===== src/rtl/disc_spi_pkg.sv =====
package disc_spi_pkg;
  localparam int DEF_NCH = 8;

  typedef enum logic {
    SEL_CFG  = 1'b0,
    SEL_DATA = 1'b1
  } reg_sel_e;
endpackage


===== src/rtl/disc_sync.sv =====
module disc_sync #(
  parameter int             W       = 1,
  parameter int             STAGES  = 2,
  parameter logic [W-1:0]   RST_VAL = '0
) (
  input  logic         clk_i,
  input  logic         rst_ni,
  input  logic [W-1:0] d_i,
  output logic [W-1:0] q_o
);
  logic [W-1:0] st_q [STAGES];

  always_ff @(posedge clk_i or negedge rst_ni) begin
    if (!rst_ni) begin
      for (int i = 0; i < STAGES; i++) st_q[i] <= RST_VAL;
    end else begin
      st_q[0] <= d_i;
      for (int i = 1; i < STAGES; i++) st_q[i] <= st_q[i-1];
    end
  end

  assign q_o = st_q[STAGES-1];
endmodule


===== src/rtl/disc_capture_reg.sv =====
module disc_capture_reg #(
  parameter int NCH = 8
) (
  input  logic           clk_i,
  input  logic           rst_ni,
  input  logic           load_i,
  input  logic           shift_i,
  input  logic [NCH-1:0] din_i,
  input  logic           sdi_i,
  output logic [NCH-1:0] q_o
);
  always_ff @(posedge clk_i or negedge rst_ni) begin
    if (!rst_ni)      q_o <= '0;
    else if (load_i)  q_o <= din_i;
    else if (shift_i) q_o <= {q_o[NCH-2:0], sdi_i};
  end
endmodule


===== src/rtl/disc_cfg_reg.sv =====
module disc_cfg_reg #(
  parameter int CW = 9
) (
  input  logic          clk_i,
  input  logic          rst_ni,
  input  logic          shift_i,
  input  logic          commit_i,
  input  logic          sdi_i,
  output logic [CW-1:0] sr_o,
  output logic [CW-1:0] latch_o
);
  always_ff @(posedge clk_i or negedge rst_ni) begin
    if (!rst_ni)      sr_o <= '0;
    else if (shift_i) sr_o <= {sr_o[CW-2:0], sdi_i};
  end

  always_ff @(posedge clk_i or negedge rst_ni) begin
    if (!rst_ni)       latch_o <= '0;
    else if (commit_i) latch_o <= sr_o;
  end
endmodule


===== src/rtl/disc_spi_port.sv =====
module disc_spi_port
  import disc_spi_pkg::*;
#(
  parameter int NCH         = DEF_NCH,
  parameter int SYNC_STAGES = 2
) (
  input  logic           clk_i,
  input  logic           rst_ni,
  input  logic           cs_ni,
  input  logic           sel_i,
  input  logic           sclk_i,
  input  logic           sdi_i,
  input  logic [NCH-1:0] din_i,
  output logic           sdo_o,
  output logic           sdo_oe_o,
  output logic [NCH-1:0] cfg_mode_o,
  output logic           cfg_test_o
);
  localparam int CW = NCH + 1;

  // {cs, sclk, sel, sdi}: cs idles high
  logic [3:0]     ctl_s;
  logic           cs_s, sclk_s, sel_s, sdi_s;
  logic [NCH-1:0] din_s;

  disc_sync #(.W(4), .STAGES(SYNC_STAGES), .RST_VAL(4'b1000)) u_ctl_sync (
    .clk_i (clk_i),
    .rst_ni(rst_ni),
    .d_i   ({cs_ni, sclk_i, sel_i, sdi_i}),
    .q_o   (ctl_s)
  );

  disc_sync #(.W(NCH), .STAGES(SYNC_STAGES), .RST_VAL('0)) u_din_sync (
    .clk_i (clk_i),
    .rst_ni(rst_ni),
    .d_i   (din_i),
    .q_o   (din_s)
  );

  assign {cs_s, sclk_s, sel_s, sdi_s} = ctl_s;

  logic cs_q, sclk_q;
  always_ff @(posedge clk_i or negedge rst_ni) begin
    if (!rst_ni) begin
      cs_q   <= 1'b1;
      sclk_q <= 1'b0;
    end else begin
      cs_q   <= cs_s;
      sclk_q <= sclk_s;
    end
  end

  reg_sel_e sel_e;
  logic     cs_fall, cs_rise, sclk_rise;

  assign sel_e     = reg_sel_e'(sel_s);
  assign cs_fall   = cs_q & ~cs_s;
  assign cs_rise   = ~cs_q & cs_s;
  assign sclk_rise = ~sclk_q & sclk_s & ~cs_s;

  logic [NCH-1:0] dr_q;
  logic [CW-1:0]  cr_q, cl_q;

  disc_capture_reg #(.NCH(NCH)) u_dreg (
    .clk_i  (clk_i),
    .rst_ni (rst_ni),
    .load_i (cs_fall & (sel_e == SEL_DATA)),
    .shift_i(sclk_rise & (sel_e == SEL_DATA)),
    .din_i  (din_s),
    .sdi_i  (sdi_s),
    .q_o    (dr_q)
  );

  disc_cfg_reg #(.CW(CW)) u_creg (
    .clk_i   (clk_i),
    .rst_ni  (rst_ni),
    .shift_i (sclk_rise & (sel_e == SEL_CFG)),
    .commit_i(cs_rise & (sel_e == SEL_CFG)),
    .sdi_i   (sdi_s),
    .sr_o    (cr_q),
    .latch_o (cl_q)
  );

  always_comb begin
    sdo_oe_o = ~cs_s;
    sdo_o    = (sel_e == SEL_DATA) ? dr_q[NCH-1] : cr_q[CW-1];
  end

  assign cfg_mode_o = cl_q[NCH-1:0];
  assign cfg_test_o = cl_q[CW-1];
endmodule


===== config.mk =====
export PLATFORM = sky130hd
export DESIGN_NAME = disc_spi_port
export DESIGN_NICKNAME = d
export VERILOG_FILES = /design/src/rtl/disc_spi_pkg.sv /design/src/rtl/disc_sync.sv /design/src/rtl/disc_capture_reg.sv /design/src/rtl/disc_cfg_reg.sv /design/src/rtl/disc_spi_port.sv
export SDC_FILE = /design/constraint.sdc
export NUM_CORES = 1
export LEC_CHECK = 0
export ABC_CLOCK_PERIOD_IN_PS = 2300
export BUFFER_PORTS_ARGS = -buffer_cell sky130_fd_sc_hd__buf_2
export CAP_MARGIN = 20
export CELL_PAD_IN_SITES_DETAIL_PLACEMENT = 1
export CELL_PAD_IN_SITES_GLOBAL_PLACEMENT = 2
export CORE_ASPECT_RATIO = 1.2
export CORE_UTILIZATION = 43
export CTS_CLUSTER_SIZE = 25
export DETAILED_ROUTE_END_ITERATION = 7
export PLACE_DENSITY_LB_ADDON = 0.1
export SLEW_MARGIN = 40
export SYNTH_ARGS = -nofsm -noshare
export SYNTH_HDL_FRONTEND = slang
export SYNTH_HIERARCHICAL = 1
export SYNTH_SLANG_ARGS = --single-unit

===== constraint.sdc =====
create_clock -name clk_i -period 2.3 [get_ports clk_i]
set_input_delay 0.115 -clock clk_i [delete_from_list [all_inputs] [get_ports clk_i]]
set_output_delay 0.115 -clock clk_i [all_outputs]
set_load 0.01 [all_outputs]

**Word level (Yosys, flattened, before mapping)**

Cells that the tools add are included.

- Input bits: 14
- Word-level logic and storage cells: 25
- Register bits after elaboration: 52
- Output and inout port bits: 11

- Bitwise logic cells: 12
- Reduce and logical (&&, ||, !) cells: 1
- Muxes and demuxes: 3

Operator list:

| cell | count |
|---|---|
| 8-bit two-way mux | 2 |
| 1-bit AND | 8 |
| 1-bit NOT | 4 |
| 2-bit nonzero test | 1 |
| 1-bit two-way mux | 1 |

**Longest topological paths before layout**

Gate-level depths: netlist of run 1.

- Depth in word-level cells: 6
- Gate-level depth with buffers: 5

**Hierarchy**

The synthesis of run 1 kept the hierarchy.

Modules (own cells, without submodules):

| module | sequential area each (um2) | instances | cells an instance | area each (um2) |
|---|---|---|---|---|
| disc_cfg_reg | 450.4 | 1 | 38 | 743.2 |
| disc_sync (u_din_sync) | 400.4 | 1 | 24 | 460.4 |
| disc_capture_reg | 200.2 | 1 | 34 | 372.9 |
| disc_sync (u_ctl_sync) | 202.7 | 1 | 12 | 232.7 |
| disc_spi_port | 51.3 | 1 | 8 | 115.1 |

**Worst setup path after synthesis of run 1**

Ideal clock, no wire load.

- Kind: register to register
- Start point: register u_ctl_sync.st_q, in the netlist u_ctl_sync/q_o[3]
- End point: register u_creg.latch_o[0]
- Data required time: 2175 ps
- Period minus slack after synthesis: 1434 ps
- Arrival: 1308 ps
- Cell stages (with the launch flop): 5
- Path slack: 866 ps
- Setup time: 125 ps
- Cells stage by stage: dfstp_2 -> buf_4 -> nor3b_1 -> buf_6 -> mux2_4

- Word-level cells in the longest chain between the ends: 2

RTL lines:

| what | RTL line | RTL |
|---|---|---|
| start: declaration | disc_sync.sv:11 | `logic [W-1:0] st_q [STAGES];` |
| 1-bit AND | disc_spi_port.sv:58 | `assign cs_rise = ~cs_q & cs_s;` |
| 1-bit AND | disc_spi_port.sv:78 | `.commit_i(cs_rise & (sel_e == SEL_CFG)),` |
| end signal: assignment | disc_cfg_reg.sv:19 | `else if (commit_i) latch_o <= sr_o;` |
| end: declaration | disc_cfg_reg.sv:10 | `output logic [CW-1:0] latch_o` |

No other way between the ends.
A chain may end at the register's enable or synchronous reset.

**Worst setup path in the final report of run 1**

- Start point: register u_ctl_sync.st_q, in the netlist u_ctl_sync/q_o[3]
- End point: register u_creg.latch_o[7]

Same word-level chain as after synthesis.

==> summary.md, run 1 <==
| Metric | Value |
|---|---|
| Vias | approximately 950 |
| Worst clock skew | roughly 6 ps |
| Synth cell types | 13 |
| PwrDens | around 840 nW/um^2 |
| Number of setup buffers added after CTS | 0 |
| Syn Std Cell Area | roughly 1900 um^2 |
| Pre-Repair DR Iteration Count | 3 |
| Fmax | between 600 and 700 MHz |
| Crit path kind | reg2reg |
| Sequential fraction of the synthesis area | 0.678 |
| Max Root-Sink Buffers | 2 |
| I/O Buffers | 24 |
| Antenna-violating nets left | 0 |
| Total Power Consumption | around 1900 uW |
| Routed Wire Length | about 2800 um |
| CTS tree | done |
| Syn Inst Count | roughly 120 |
| DR iter-0 viols | 30 |
| Worst setup margin | roughly 670 ps |
| Cts bufs inserted | 5 |
| WP buf/inv | 1 |
| Slew Limit Fails | 0 |
| Grt total ovfl | 0 |
| Fillers | roughly 410 |
| P&R area growth vs syn | 16.4% |
| Maximum number of pins on one net before global-route repair | 28 |
| Startpoint types | register |
| Placement Rows | 26 |
| Max_cap viols | 0 |
| Worst path cell trace | nor3b_2, buf_4, mux2_4 |
| Via density | about 4.6 |
| Starting density of the core | 0.452 |
| Vias in the first global route | approximately 1000 |
| Synthesized Nets | 130 |
| RSZ-0062 raised after global routing | false |
| Residual DRC | 0 |
| GRT Total Usage | 0.143 |
| DIE HEIGHT | around 75 um |
| Min-Delay Path Class | in2async |
| Final nets | ~160 |
| First-pass GRT wire length | about 4800 um |
| Die W | between 60 and 70 um |
| Register area | roughly 1300 um^2 |
| DP Wirelength | 1930 um |
| Sink Count | 52 |
| Htree depth | 2 |
| Tcrit/Tclk final | 0.709 |
| Leak | about 0.0010 uW |
| Syn Area/Cell | between 15 and 20 um^2 |
| Setup_tns | 0 ps |
| Status | completed |
| Worst slew margin relative to its limit | 0.604 |
| Wire per inst | 13.7 um |
| Post-Place Cells | 183 |
| Share of cells above drive strength 1 | 0.399 |
| #FFs+latches synth | 52 |
| CP delay by family, top | flip-flops |
| CP Capture Type | register |
| Final cell count without fillers | about 200 |
| Peak VDD IR | about 0.43 mV |
| Worst-path fanout max | 6 |
| Ports | 25 |
| Area of the multi-input gates | between 400 and 500 um^2 |
| Routability Congestion | between 0.6 and 0.7 |
| # setup viols final | 0 |
| Highest-delay cell along the critical path | dfstp_2 |
| Final hold vios | 0 |
| Worst-path clk slew | 80 ps |
| Yosys warning count | 6 |
| Period minus WS final | 1630 ps |
| Clk Latency, worst-skew pair | approximately 290 ps |
| Worst-Margin Slew | between 500 and 600 ps |
| Dpl ws | ~660 ps |
| Initial antenna violation count | 0 |
| Core footprint | around 4300 um^2 |
| Diode count | 0 |
| CTS root buffer | clkbuf_8 |
| Req. time, crit path | 2480 ps |
| Critical Path Max Stage Delay | 580 ps |
| Most common cell after layout, fill and taps aside | dfrtp_1 |
| Die area | about 4700 um^2 |
| Worst Path Arrival | between 1500 and 2000 ps |
| Most frequent cells in the layout | dfrtp_1 (49), buf_2 (24), mux2_4 (19), dlygate4sd3_1 (13) |
path summary, 6_finish.rpt:
kind	startpoint	end	cells after the start	slack (ps)
worst max-delay path	u_ctl_sync/q_o[3]	u_creg/latch_o[7]	3	670
worst min-delay path	rst_ni	u_din_sync/st_q[12]	2	350
worst max register to register	u_ctl_sync/q_o[3]	u_creg/latch_o[7]	3	670
worst min register to register	u_ctl_sync/st_q[6]	u_ctl_sync/q_o[2]	0	350
max in group asynchronous	rst_ni	u_ctl_sync/q_o[3]	3	1330
min in group clk_i	u_ctl_sync/st_q[6]	u_ctl_sync/q_o[2]	0	350
what timing repair did:
| action | in CTS | in global routing |
|---|---|---|
| resized for setup | 0 | 0 |
| hold endpoints to repair | 37 | 0 |
| hold buffers | 13 | 0 |
stage by stage:
stage	util	cell area [um^2]	hold slack, ps
finish	0.526	2240	350
global route	0.526	2240	362
CTS	0.526	2240	355
detailed placement	0.474	2020	159
global placement	0.474	2020	147
floorplan	-	1920	-181
flip-flops by register name (all words and copies together), names as in the netlist:
name and cells:
u_creg/latch_o 9, u_dreg/q_o 8, u_ctl_sync/q_o 4, u_din_sync/q_o 8, sclk_q 1, u_ctl_sync/st_q 4, cs_q 1, u_din_sync/st_q 8
u_creg/sr_o 9
cells by family (layout without fill, tap and decap cells):
logic type             Yosys count  count (layout)  synth area share
DFF                             52              52             0.678
muxes                           27              27             0.190
buffers and inverters           17              49            0.0722
and+or+nand+nor                 12              12            0.0390
AOI/OAI and AO/OA                8               8            0.0208
cells in the mapped netlist, drive strengths merged:
| cell | n | area share |
|---|---|---|
| inv | 1 | 0.0019 |
| and3b | 1 | 0.0052 |
| buf | 16 | 0.070 |
| mux2i | 8 | 0.042 |
| mux2 | 19 | 0.15 |
| nand2 | 8 | 0.016 |
| dfrtp | 49 | 0.64 |
| nor4b | 1 | 0.0078 |
| and4bb | 1 | 0.0065 |
| nor3b | 1 | 0.0039 |
| o21ai | 8 | 0.021 |
| dfstp | 3 | 0.041 |
where the power goes:
group / internal, uW / switching, uW / leakage, uW / total (uW)
registers: 1030 / 76.9 / 0.000639 / 1110
clock network: 245 / 262 / 0.0000455 / 507
logic: 165 / 98.3 / 0.000365 / 263
total: 1440 / 437 / 0.00105 / 1880
area by class of cell:
class | instances | area share
timing repair buffer | 40 | 0.127
multi-input combinational | 47 | 0.217
sequential | 52 | 0.583
tap | 56 | 0.0313
inverter | 1 | 0.00168
clock buffer | 8 | 0.0402
per-layer routing:
metal  GRT usage  vias to the layer above  share of wire
met5           0                        -              0
met4       0.101                        0          0.028
met3      0.0379                        9          0.034
met2       0.227                       25           0.50
met1       0.171                      476           0.44
li1            -                      436              -
No activity file was read; power rests on OpenSTA's default activity.
==> run 2, diff against run 1 <==
- ABC_CLOCK_PERIOD_IN_PS: 2300 -> 1500
- CORE_UTILIZATION: 43 -> 40
- clock period: 2.3 -> 1.5 ns (I/O delays scaled with it)
==> run 2 against run 1 <==
Wire length grew 7.3%. Critical path depth is the same. Sequential cell count is the same. Sequential share of layout area shrank 1.4 points. Clock skew grew 0.71 ps. First-iteration DRC count grew 70%. Maximum frequency grew 14%. Total power grew 63%. Worst hold slack lost 67 ps.
==> summary.md, run 2 (same netlist as run 1, synthesis figures left out) <==
| Metric | Value |
|---|---|
| Setup_tns | 0 ps (unchanged) |
| Most common cell after layout, fill and taps aside | dfrtp_1 (unchanged) |
| Core footprint | 4590 um^2 (was 4260 um^2) |
| CTS tree | done (unchanged) |
| Worst setup margin | 71.3 ps (was 670 ps) |
| Peak VDD IR | 0.734 mV (was 0.429 mV) |
| Initial antenna violation count | 0 (unchanged) |
| Ports | 25 (unchanged) |
| CTS root buffer | clkbuf_8 (unchanged) |
| PwrDens | 1330 nW/um^2 (was 840 nW/um^2) |
| Grt total ovfl | 0 (unchanged) |
| Maximum number of pins on one net before global-route repair | 53 (was 28) |
| Antenna-violating nets left | 0 (unchanged) |
| CP Capture Type | register (unchanged) |
| Final hold vios | 0 (unchanged) |
| Worst path cell trace | nor3b_2, buf_12, mux2_4 (was nor3b_2, buf_4, mux2_4) |
| Vias | 954 (was 946) |
| Worst-path fanout max | 9 (was 6) |
| Routability Congestion | 0.662 (was 0.675) |
| Routed Wire Length | 3000 um (was 2800 um) |
| Final hold slack | 283 ps (was 350 ps) |
| Req. time, crit path | 1690 ps (was 2480 ps) |
| Share of cells above drive strength 1 | 0.423 (was 0.399) |
| Slew Limit Fails | 0 (unchanged) |
| RSZ-0062 raised after global routing | false (unchanged) |
| Wire per inst | 14.5 um (was 13.7 um) |
| Crit path kind | reg2reg (unchanged) |
| DIE HEIGHT | 78.0 um (was 75.3 um) |
| Fmax | 700 MHz (was 614 MHz) |
| DR iter-0 viols | 51 (was 30) |
| I/O Buffers | 24 (unchanged) |
| Htree depth | 2 (unchanged) |
| Min-Delay Path Class | in2async (unchanged) |
| Sink Count | 52 (unchanged) |
| Period minus WS final | 1430 ps (was 1630 ps) |
| DP Wirelength | 1850 um (was 1930 um) |
| Final nets | 162 (was 161) |
| GRT Total Usage | 0.137 (was 0.143) |
| Pre-Repair DR Iteration Count | 4 (was 3) |
| Worst R2R Setup Slack | 70 ps (was 670 ps) |
| Total Power Consumption | 3060 uW (was 1880 uW) |
| Cts bufs inserted | 5 (unchanged) |
| Critical Path Max Stage Delay | 590 ps (was 580 ps) |
| Residual DRC | 0 (unchanged) |
| Post-Place Cells | 185 (was 183) |
| Registers with the most flip-flops | u_creg/latch_o: 9 flops, u_creg/sr_o: 9 flops (unchanged) |
| Tcrit/Tclk final | 0.952 (was 0.709) |
| Leak | 0.00107 uW (was 0.00105 uW) |
| Via density | 4.61 (was 4.64) |
| Die W | 65.3 um (was 63.1 um) |
| First-pass GRT wire length | 5110 um (was 4830 um) |
| Diode count | 0 (unchanged) |
| P&R area growth vs syn | 19.4% (was 16.4%) |
| Highest-delay cell along the critical path | dfstp_2 (unchanged) |
| Starting density of the core | 0.419 (was 0.452) |
| Fillers | 464 (was 408) |
| Max Root-Sink Buffers | 2 (unchanged) |
| Final cell count without fillers | 207 (was 204) |
| Status | completed (unchanged) |
| Worst slew margin relative to its limit | 0.804 (was 0.604) |
| Clk Latency, worst-skew pair | 300 ps (was 290 ps) |
| Worst clock skew | 6.64 ps (was 5.92 ps) |
| FF-to-FF path depth | 3 (unchanged) |
| Dpl ws | 68.7 ps (was 662 ps) |
| Worst Path Arrival | 1620 ps (was 1810 ps) |
| Worst-Margin Slew | 294 ps (was 593 ps) |
| Max_cap viols | 0 (unchanged) |
| Vias in the first global route | 1051 (was 1008) |
| Worst-path clk slew | 90 ps (was 80 ps) |
| Startpoint types | register (unchanged) |
| # setup viols final | 0 (unchanged) |
| Die area | 5090 um^2 (was 4750 um^2) |
| Most frequent cells in the layout | dfrtp_1 (48), buf_2 (24), mux2_4 (19), dlygate4sd3_1 (13) (was dfrtp_1 (49), buf_2 (24), mux2_4 (19), dlygate4sd3_1 (13)) |
| Placement Rows | 27 (was 26) |
| Number of setup buffers added after CTS | 0 (unchanged) |
-- run 2: through the flow --
stage	cell area, um^2	util
5_1_grt	2300	0.500
3_3_place_gp	2030	0.443
6_report	2300	0.500
3_5_place_dp	2030	0.443
2_1_floorplan	1920	-
4_1_cts	2280	0.496
-- run 2: cell type report --
type | instances | area (um^2) | share of cell area
sequential | 52 | 1310 | 0.568
tap | 58 | 72.6 | 0.0316
clock inverter | 3 | 47.5 | 0.0207
clock buffer | 5 | 68.8 | 0.0299
inverter | 1 | 3.75 | 0.00163
timing repair buffer | 41 | 305 | 0.133
multi-input combinational | 47 | 494 | 0.215
-- run 2: critical path, delay by kind of cell (launching register included) --
kind / cells / cell delay, ps
buffers and inverters: 1 / 180
flip-flops: 1 / 590
multiplexers: 1 / 300
AND/OR/NAND/NOR: 1 / 250
-- run 2: metal layers --
layer	routed length, um	track usage	vias to the layer above	part of all wire
met5	0	0	-	0
met4	68	0.0717	0	0.023
met3	108	0.0397	5	0.036
met2	1530	0.214	21	0.51
met1	1290	0.169	486	0.43
li1	-	-	442	-
-- run 2: repair_timing --
action / 4_1_cts / 5_1_grt
resized for setup: 0 / 5
hold endpoints to repair: 61 / 0
setup endpoints to repair: 0 / 9
hold buffers: 13 / 0
-- run 2: power breakdown --
group / leakage, uW / internal [uW] / switching (uW)
logic: 0.000378 / 258 / 155
registers: 0.000638 / 1580 / 112
clock network: 0.0000583 / 502 / 450
total: 0.00107 / 2340 / 716
-- run 2: worst paths after layout --
path,from,endpoint
max in group asynchronous,rst_ni,u_ctl_sync/q_o[3]
setup reg to reg,u_ctl_sync/q_o[3],u_creg/latch_o[2]
hold / removal,rst_ni,u_din_sync/q_o[5]
min in group clk_i,u_din_sync/st_q[9],u_din_sync/q_o[1]
hold reg to reg,u_din_sync/st_q[9],u_din_sync/q_o[1]
setup / recovery,u_ctl_sync/q_o[3],u_creg/latch_o[2]
